==> config.mk <==
export PLATFORM = sky130hd
export DESIGN_NAME = fault_injector
export DESIGN_NICKNAME = d
export VERILOG_FILES = /design/src/rtl/fi_pkg.sv /design/src/rtl/fi_rate_ctrl.sv /design/src/rtl/fi_mask_path.sv /design/src/rtl/fault_injector.sv
export SDC_FILE = /design/constraint.sdc
export NUM_CORES = 1
export LEC_CHECK = 0
export ABC_AREA = 0
export CORE_MARGIN = 2
export CORE_UTILIZATION = 45
export DETAILED_ROUTE_END_ITERATION = 8
export DONT_BUFFER_PORTS = 1
export GPL_ROUTABILITY_DRIVEN = 1
export GPL_TIMING_DRIVEN = 0
export SLEW_MARGIN = 20
export SYNTH_ARGS = -nofsm -noshare
export SYNTH_HDL_FRONTEND = slang
export SYNTH_SLANG_ARGS = --single-unit
==> constraint.sdc <==
create_clock -name clk -period 4.5 [get_ports clk]
set_input_delay 0.675 -clock clk [delete_from_list [all_inputs] [get_ports clk]]
set_output_delay 0.675 -clock clk [all_outputs]
set_load 0.03 [all_outputs]
==> src/rtl/fi_pkg.sv <==
package fi_pkg;
  // Strobes the rate control hands to the mask datapath
  typedef struct packed {
    logic fire;   // take one injection on this edge
    logic quiet;  // injection disabled (zero spacing)
  } fiCtrl_t;
endpackage

==> src/rtl/fi_rate_ctrl.sv <==
module fi_rate_ctrl
  import fi_pkg::*;
#(
  parameter int RATE_W = 16
) (
  input  logic              clk,
  input  logic              rstN,
  input  logic [RATE_W-1:0] rateLimit,
  output fiCtrl_t           ctrl
);
  logic [RATE_W-1:0] tickCount;
  logic [RATE_W-1:0] lastTick;

  assign lastTick   = rateLimit - RATE_W'(1);
  assign ctrl.quiet = (rateLimit == '0);
  assign ctrl.fire  = !ctrl.quiet && (tickCount >= lastTick);

  always_ff @(posedge clk) begin
    if (!rstN) begin
      tickCount <= '0;
    end else if (ctrl.quiet || ctrl.fire) begin
      tickCount <= '0;
    end else begin
      tickCount <= tickCount + RATE_W'(1);
    end
  end

  AST_STROBE_SPACING: assert property (@(posedge clk) disable iff (!rstN)
    (ctrl.fire && rateLimit > RATE_W'(1)) |=> (!ctrl.fire || !$stable(rateLimit)));
endmodule

==> src/rtl/fi_mask_path.sv <==
module fi_mask_path
  import fi_pkg::*;
#(
  parameter int              FIELD_W = 16,
  parameter int              LFSR_W  = 16,
  parameter logic [LFSR_W-1:0] SEED  = 16'hACE1,
  parameter logic [LFSR_W-1:0] TAPS  = 16'hD008
) (
  input  logic               clk,
  input  logic               rstN,
  input  fiCtrl_t            ctrl,
  input  logic               doubleMode,
  output logic [FIELD_W-1:0] faultField,
  output logic               faultValid
);
  localparam int IDX_W = $clog2(FIELD_W);

  logic [LFSR_W-1:0]  lfsrState;
  logic [LFSR_W-1:0]  lfsrNext;
  logic [IDX_W-1:0]   idxFirst;
  logic [IDX_W-1:0]   idxSecondRaw;
  logic [IDX_W-1:0]   idxSecond;
  logic [FIELD_W-1:0] maskNext;

  assign lfsrNext     = {lfsrState[LFSR_W-2:0], ^(lfsrState & TAPS)};
  assign idxFirst     = lfsrState[IDX_W-1:0];
  assign idxSecondRaw = lfsrState[2*IDX_W-1:IDX_W];
  assign idxSecond    = (idxSecondRaw == idxFirst) ? idxFirst + IDX_W'(1) : idxSecondRaw;

  for (genvar g = 0; g < FIELD_W; g++) begin : gMaskBit
    assign maskNext[g] = (idxFirst == IDX_W'(g)) || (doubleMode && (idxSecond == IDX_W'(g)));
  end

  always_ff @(posedge clk) begin
    if (!rstN) begin
      lfsrState  <= SEED;
      faultField <= '0;
      faultValid <= 1'b0;
    end else begin
      faultValid <= ctrl.fire;
      faultField <= ctrl.fire ? maskNext : '0;
      if (ctrl.fire) lfsrState <= lfsrNext;
    end
  end

  AST_SINGLE_WEIGHT: assert property (@(posedge clk) disable iff (!rstN)
    (faultValid && !$past(doubleMode)) |-> ($countones(faultField) == 1));
  AST_DOUBLE_WEIGHT: assert property (@(posedge clk) disable iff (!rstN)
    (faultValid && $past(doubleMode)) |-> ($countones(faultField) == 2));
  AST_FIELD_OFF_STROBE: assert property (@(posedge clk) disable iff (!rstN)
    !faultValid |-> (faultField == '0));
  AST_LFSR_HOLD: assert property (@(posedge clk) disable iff (!rstN)
    !faultValid |-> $stable(lfsrState));
  AST_LFSR_STEP: assert property (@(posedge clk) disable iff (!rstN)
    faultValid |-> (lfsrState != $past(lfsrState)));
  AST_LFSR_NONZERO: assert property (@(posedge clk) disable iff (!rstN)
    lfsrState != '0);
endmodule

==> src/rtl/fault_injector.sv <==
module fault_injector
  import fi_pkg::*;
#(
  parameter int RATE_W  = 16,
  parameter int FIELD_W = 16
) (
  input  logic               clk,
  input  logic               rstN,
  input  logic [RATE_W-1:0]  rateLimit,
  input  logic               doubleMode,
  input  logic               syncEnable,
  input  logic [FIELD_W-1:0] targetIn,
  output logic [FIELD_W-1:0] faultField,
  output logic               faultValid,
  output logic [FIELD_W-1:0] targetOut
);
  fiCtrl_t ctrlBus;

  fi_rate_ctrl #(.RATE_W(RATE_W)) uRate (
    .clk       (clk),
    .rstN      (rstN),
    .rateLimit (rateLimit),
    .ctrl      (ctrlBus)
  );

  fi_mask_path #(.FIELD_W(FIELD_W), .LFSR_W(16)) uMask (
    .clk        (clk),
    .rstN       (rstN),
    .ctrl       (ctrlBus),
    .doubleMode (doubleMode),
    .faultField (faultField),
    .faultValid (faultValid)
  );

  assign targetOut = syncEnable ? (targetIn ^ faultField) : targetIn;

  AST_QUIET_AT_ZERO_RATE: assert property (@(posedge clk) disable iff (!rstN)
    (rateLimit == '0 && $past(rateLimit) == '0) |-> !faultValid);
  AST_TARGET_UNTOUCHED_IDLE: assert property (@(posedge clk) disable iff (!rstN)
    !faultValid |-> (targetOut == targetIn));
endmodule

==> metrics.md <==
| Metric | Value |
|---|---|
| H-tree Lvls | 2 |
| Post-CTS sizing | 0 |
| Max IR drop VDD | approximately 0.12 mV |
| Commonest non-fill, non-tap cell in the layout | dfxtp_1 |
| Mean post-synth cell area | around 8.6 µm² |
| # port buffers | 0 |
| Setup TNS | 0 ps |
| Simple-Gate Fraction of Synth Area | 22.96% |
| Clock sink total | between 40 and 50 |
| Worst-path clk slew | 90 ps |
| Nets@finish | ~420 |
| Layout overhead on the synthesized area | 6.372% |
| Antenna Violating Nets Remaining | 0 |
| DRC viols | 0 |
| CP cell instances | or3_1 > or4_1 > or3_1 > nor4_2 > xnor2_1 > ha_1 > nand4_1 > or2_1 > o32a_1 > a21boi_1 > buf_6 > buf_6 > mux2i_1 |
| Mapped Cells | about 350 |
| Synth area leaders | dfxtp_1 32%, xnor2_1 11%, ha_1 9.1% |
| Fin. Hold Viols | 0 |
| CTS root buf | clkbuf_8 |
| Worst min-delay path category | reg2reg |
| Util after Layout | 50.09% |
| R2R Path End | uMask.faultField[4]$_SDFF_PN0_ |
| Initial drt markers | 82 |
| Share of cells above drive strength 1 | 6.944% |
| Area of the multi-input gates | around 1900 µm² |
| Wire per inst | 13.97 µm |
| Yosys warns | 0 |
| Diodes inserted | 0 |
| Main combinational cell family by area after synthesis | simple AND/OR/NAND/NOR gates |
| Maximum clock path buffer count | 2 |
| Final period util | between 80% and 90% |
| Storage cell area | around 980 µm² |
| Switching Share | between 20 and 25% |
| R2r setup slk | about 1900 ps |
| Clk pwr share | approximately a third |
| Biggest area consumer among synthesized cells | dfxtp_1 |
| CP startpoint | rateLimit[0] |
| Worst slack, placed | between 200 and 300 ps |
| Final Max Tran Viols | 0 |
| Die area | ~7400 µm² |
| Hold_ws | about 460 ps |
| Rows | 29 |
| GRT Resource Usage Total | roughly 17% |
| Setup-failing EPs final | 0 |
| Reg2Reg Depth | 8 |
| PnR worst setup slack | about 600 ps |
| Unrepaired setup endpoints after global routing | no |
| Die H | approximately 86 µm |
| Later-pin clock latency in the skew report | just under 300 ps |
| Grt total ovfl | 0 |
| Setup CP Type | in2reg |
| Combinational share of power | roughly 9.0% |
| Crit path arrival time | roughly 4100 ps |
| Vias post-DR | 2377 |
| Vias per Instance | around 5.4 |
| Post-CTS setup buffers | 0 |
| Worst Max-Slew Pin Slew | between 700 and 800 ps |
| Post-DP HPWL | 4915 µm |
| Leak pwr | 1.150 nW |
| Crit path launch type | input pin |
| Share of the synthesized area in the top cell type | ~32% |
| Flops & latches, synth | between 40 and 50 |
| Mapped Nets | 410 |
| Max Clk Rate | around 260 MHz |
| Initial core utilization | ~47% |
| Adder-Cell Fraction of Synth Area | 9.102% |
| Largest net degree at the start of global routing | 16 |
| Synthesized area | around 3000 µm² |
| Post-layout min period | about 4000 ps |
| Proportion of synthesized area in mux cells | under 10% |
| Power share of the sequential group | 56.3% |
| Post-Synth XOR/XNOR Area | 14.48% |
| Post-synthesis compound-gate area fraction | a little over a tenth |
| Hold_buf cts | 0 |
| First-pass GRT wire length | 10360 µm |
| Status | complete, no violations |
| Max Fanout on Critical Path | 10 |
| CTS tree | yes |
| FF-to-FF Start | uRate.tickCount[0]$_SDFF_PP0_ |
| FILL cells | around 630 |
| Max_slew headroom | between 40 and 50% |
| Worst path slowest cell | or4_1 |
| Via count of the first global-routing pass | about 2.3k |
| Total Routed Length | between 6000 and 7000 µm |
| Max stage delay on crit path | ~510 ps |
| Max-Cap Viols | 0 |
| Skew final | 5.710 ps |
| Netlist cell types | 46 |
| GP Congestion | approximately 0.86 |
| Most frequently used flop master after synthesis | dfxtp_1 |
| Cell Pwr Density | approximately 240 nW/µm² |
| Switching pwr | just under 0.2 mW |
| CTS Buf Count | 5 |
| Num ports | 69 |
| CP required | around 4700 ps |
| Most frequent cells in the layout | 49 x dfxtp_1, 45 x nand2_1, 41 x nor2_1, 39 x xnor2_1, 22 x ha_1 |
| 1st-pass router iterations | 4 |
| CORE AREA | around 6400 µm² |
| CP Capture Point | uMask.lfsrState[10]$_SDFFE_PN1P_ |
| Async set-or-reset flop fraction in the synthesized netlist | 0% |
| Worst Setup End Kind | flip-flop |
| Die X | about 86 µm |
| Post-synth EDFFs | 0 |
| Internal cell power | ~0.59 mW |
| Sequential fraction of the synthesis area | roughly 32% |
| Initial antenna violation count | 0 |
## how the worst min path moves through the flow
stage / start / end / slack (ps) / cells past startpoint
2_1_floorplan: uRate.tickCount[0]$_SDFF_PP0_ / uRate.tickCount[0]$_SDFF_PP0_ / 430 / 1
3_3_place_gp: uRate.tickCount[0]$_SDFF_PP0_ / uRate.tickCount[0]$_SDFF_PP0_ / 440 / 1
3_5_place_dp: uRate.tickCount[0]$_SDFF_PP0_ / uRate.tickCount[0]$_SDFF_PP0_ / 450 / 1
4_1_cts: uMask.lfsrState[11]$_SDFFE_PN1P_ / uMask.lfsrState[12]$_SDFFE_PN0P_ / 470 / 2
5_1_grt: uMask.lfsrState[13]$_SDFFE_PN1P_ / uMask.lfsrState[14]$_SDFFE_PN0P_ / 490 / 2
6_report: uRate.tickCount[0]$_SDFF_PP0_ / uRate.tickCount[0]$_SDFF_PP0_ / 460 / 1
## final cells by class
| class | instances | area share [%] |
|---|---|---|
| multi-input cells | 278 | 60.05 |
| plain buffers | 12 | 1.945 |
| clock buffers | 6 | 2.567 |
| clock inverters | 2 | 0.4278 |
| inverters | 13 | 1.517 |
| flip-flops and latches | 49 | 30.49 |
| well taps | 77 | 2.995 |
## registers in the layout, summed over array words and instances (netlist names)
signal,count
uRate.tickCount,16
uMask.lfsrState,16
uMask.faultValid,1
uMask.faultField,16
## kinds of logic (layout without fill, tap and decap cells)
logic type | Yosys count | in the layout
fa+ha+maj | 22 | 22
mux | 20 | 20
flops | 49 | 49
xor+xnor | 50 | 50
simple gates | 144 | 144
buf+inv | 25 | 33
compound gates | 42 | 42
## metrics by stage
stage,power (mW),instance area [µm²],std cells
6_report,0.7783,3217,437
5_1_grt,0.8140,3217,437
4_1_cts,0.7918,3217,437
3_5_place_dp,0.5184,3120,429
3_3_place_gp,0.5177,3120,429
2_1_floorplan,0.5074,3024,352
## cells in the mapped netlist, types with 2 or more instances
cell      instances
mux2_2            3
inv_1            12
or3_1             5
a32oi_1          12
nor3_1            7
and2_1            3
nand2b_1          2
nor2b_1           9
buf_6             2
and3_1            2
nor2_1           41
mux2i_1          16
a21oi_1          10
o21ai_0           4
a21boi_1          3
dfxtp_1          49
xnor2_1          39
nand3_1          13
clkbuf_1          7
nand2_1          45
nand4_1           7
ha_1             22
o211ai_2          2
or4_1             2
buf_2             2
o211ai_1          2
xor2_1           11
a211o_1           2
## power groups by stage
| stage | combinational [mW] | clock [mW] | sequential [mW] |
|---|---|---|---|
| after global placement | 0.0695 | 0 | 0.448 |
| final | 0.0698 | 0.270 | 0.438 |
| after floorplan | 0.0597 | 0 | 0.448 |
| after global routing | 0.0781 | 0.297 | 0.439 |
| after detailed placement | 0.0701 | 0 | 0.448 |
| after CTS | 0.0705 | 0.283 | 0.438 |
## per-layer routing
layer / part of all wire, % / GRT usage, % / wire [µm]
met1: 47 / 21.94 / 2846
met5: 0 / 0 / 0
met3: 6.3 / 3.561 / 386
met4: 0.75 / 4.473 / 46
met2: 46 / 29.39 / 2826
## critical path, delay by kind of cell
kind | cells | cell delay (ps)
AND/OR/NAND/NOR | 6 | 1940
adder cells (fa/ha/maj) | 1 | 310
AO/OA/AOI/OAI | 2 | 560
buffers and inverters | 2 | 340
multiplexers | 1 | 190
XOR/XNOR | 1 | 110
Note: power is estimated with default switching activity, not from simulation.
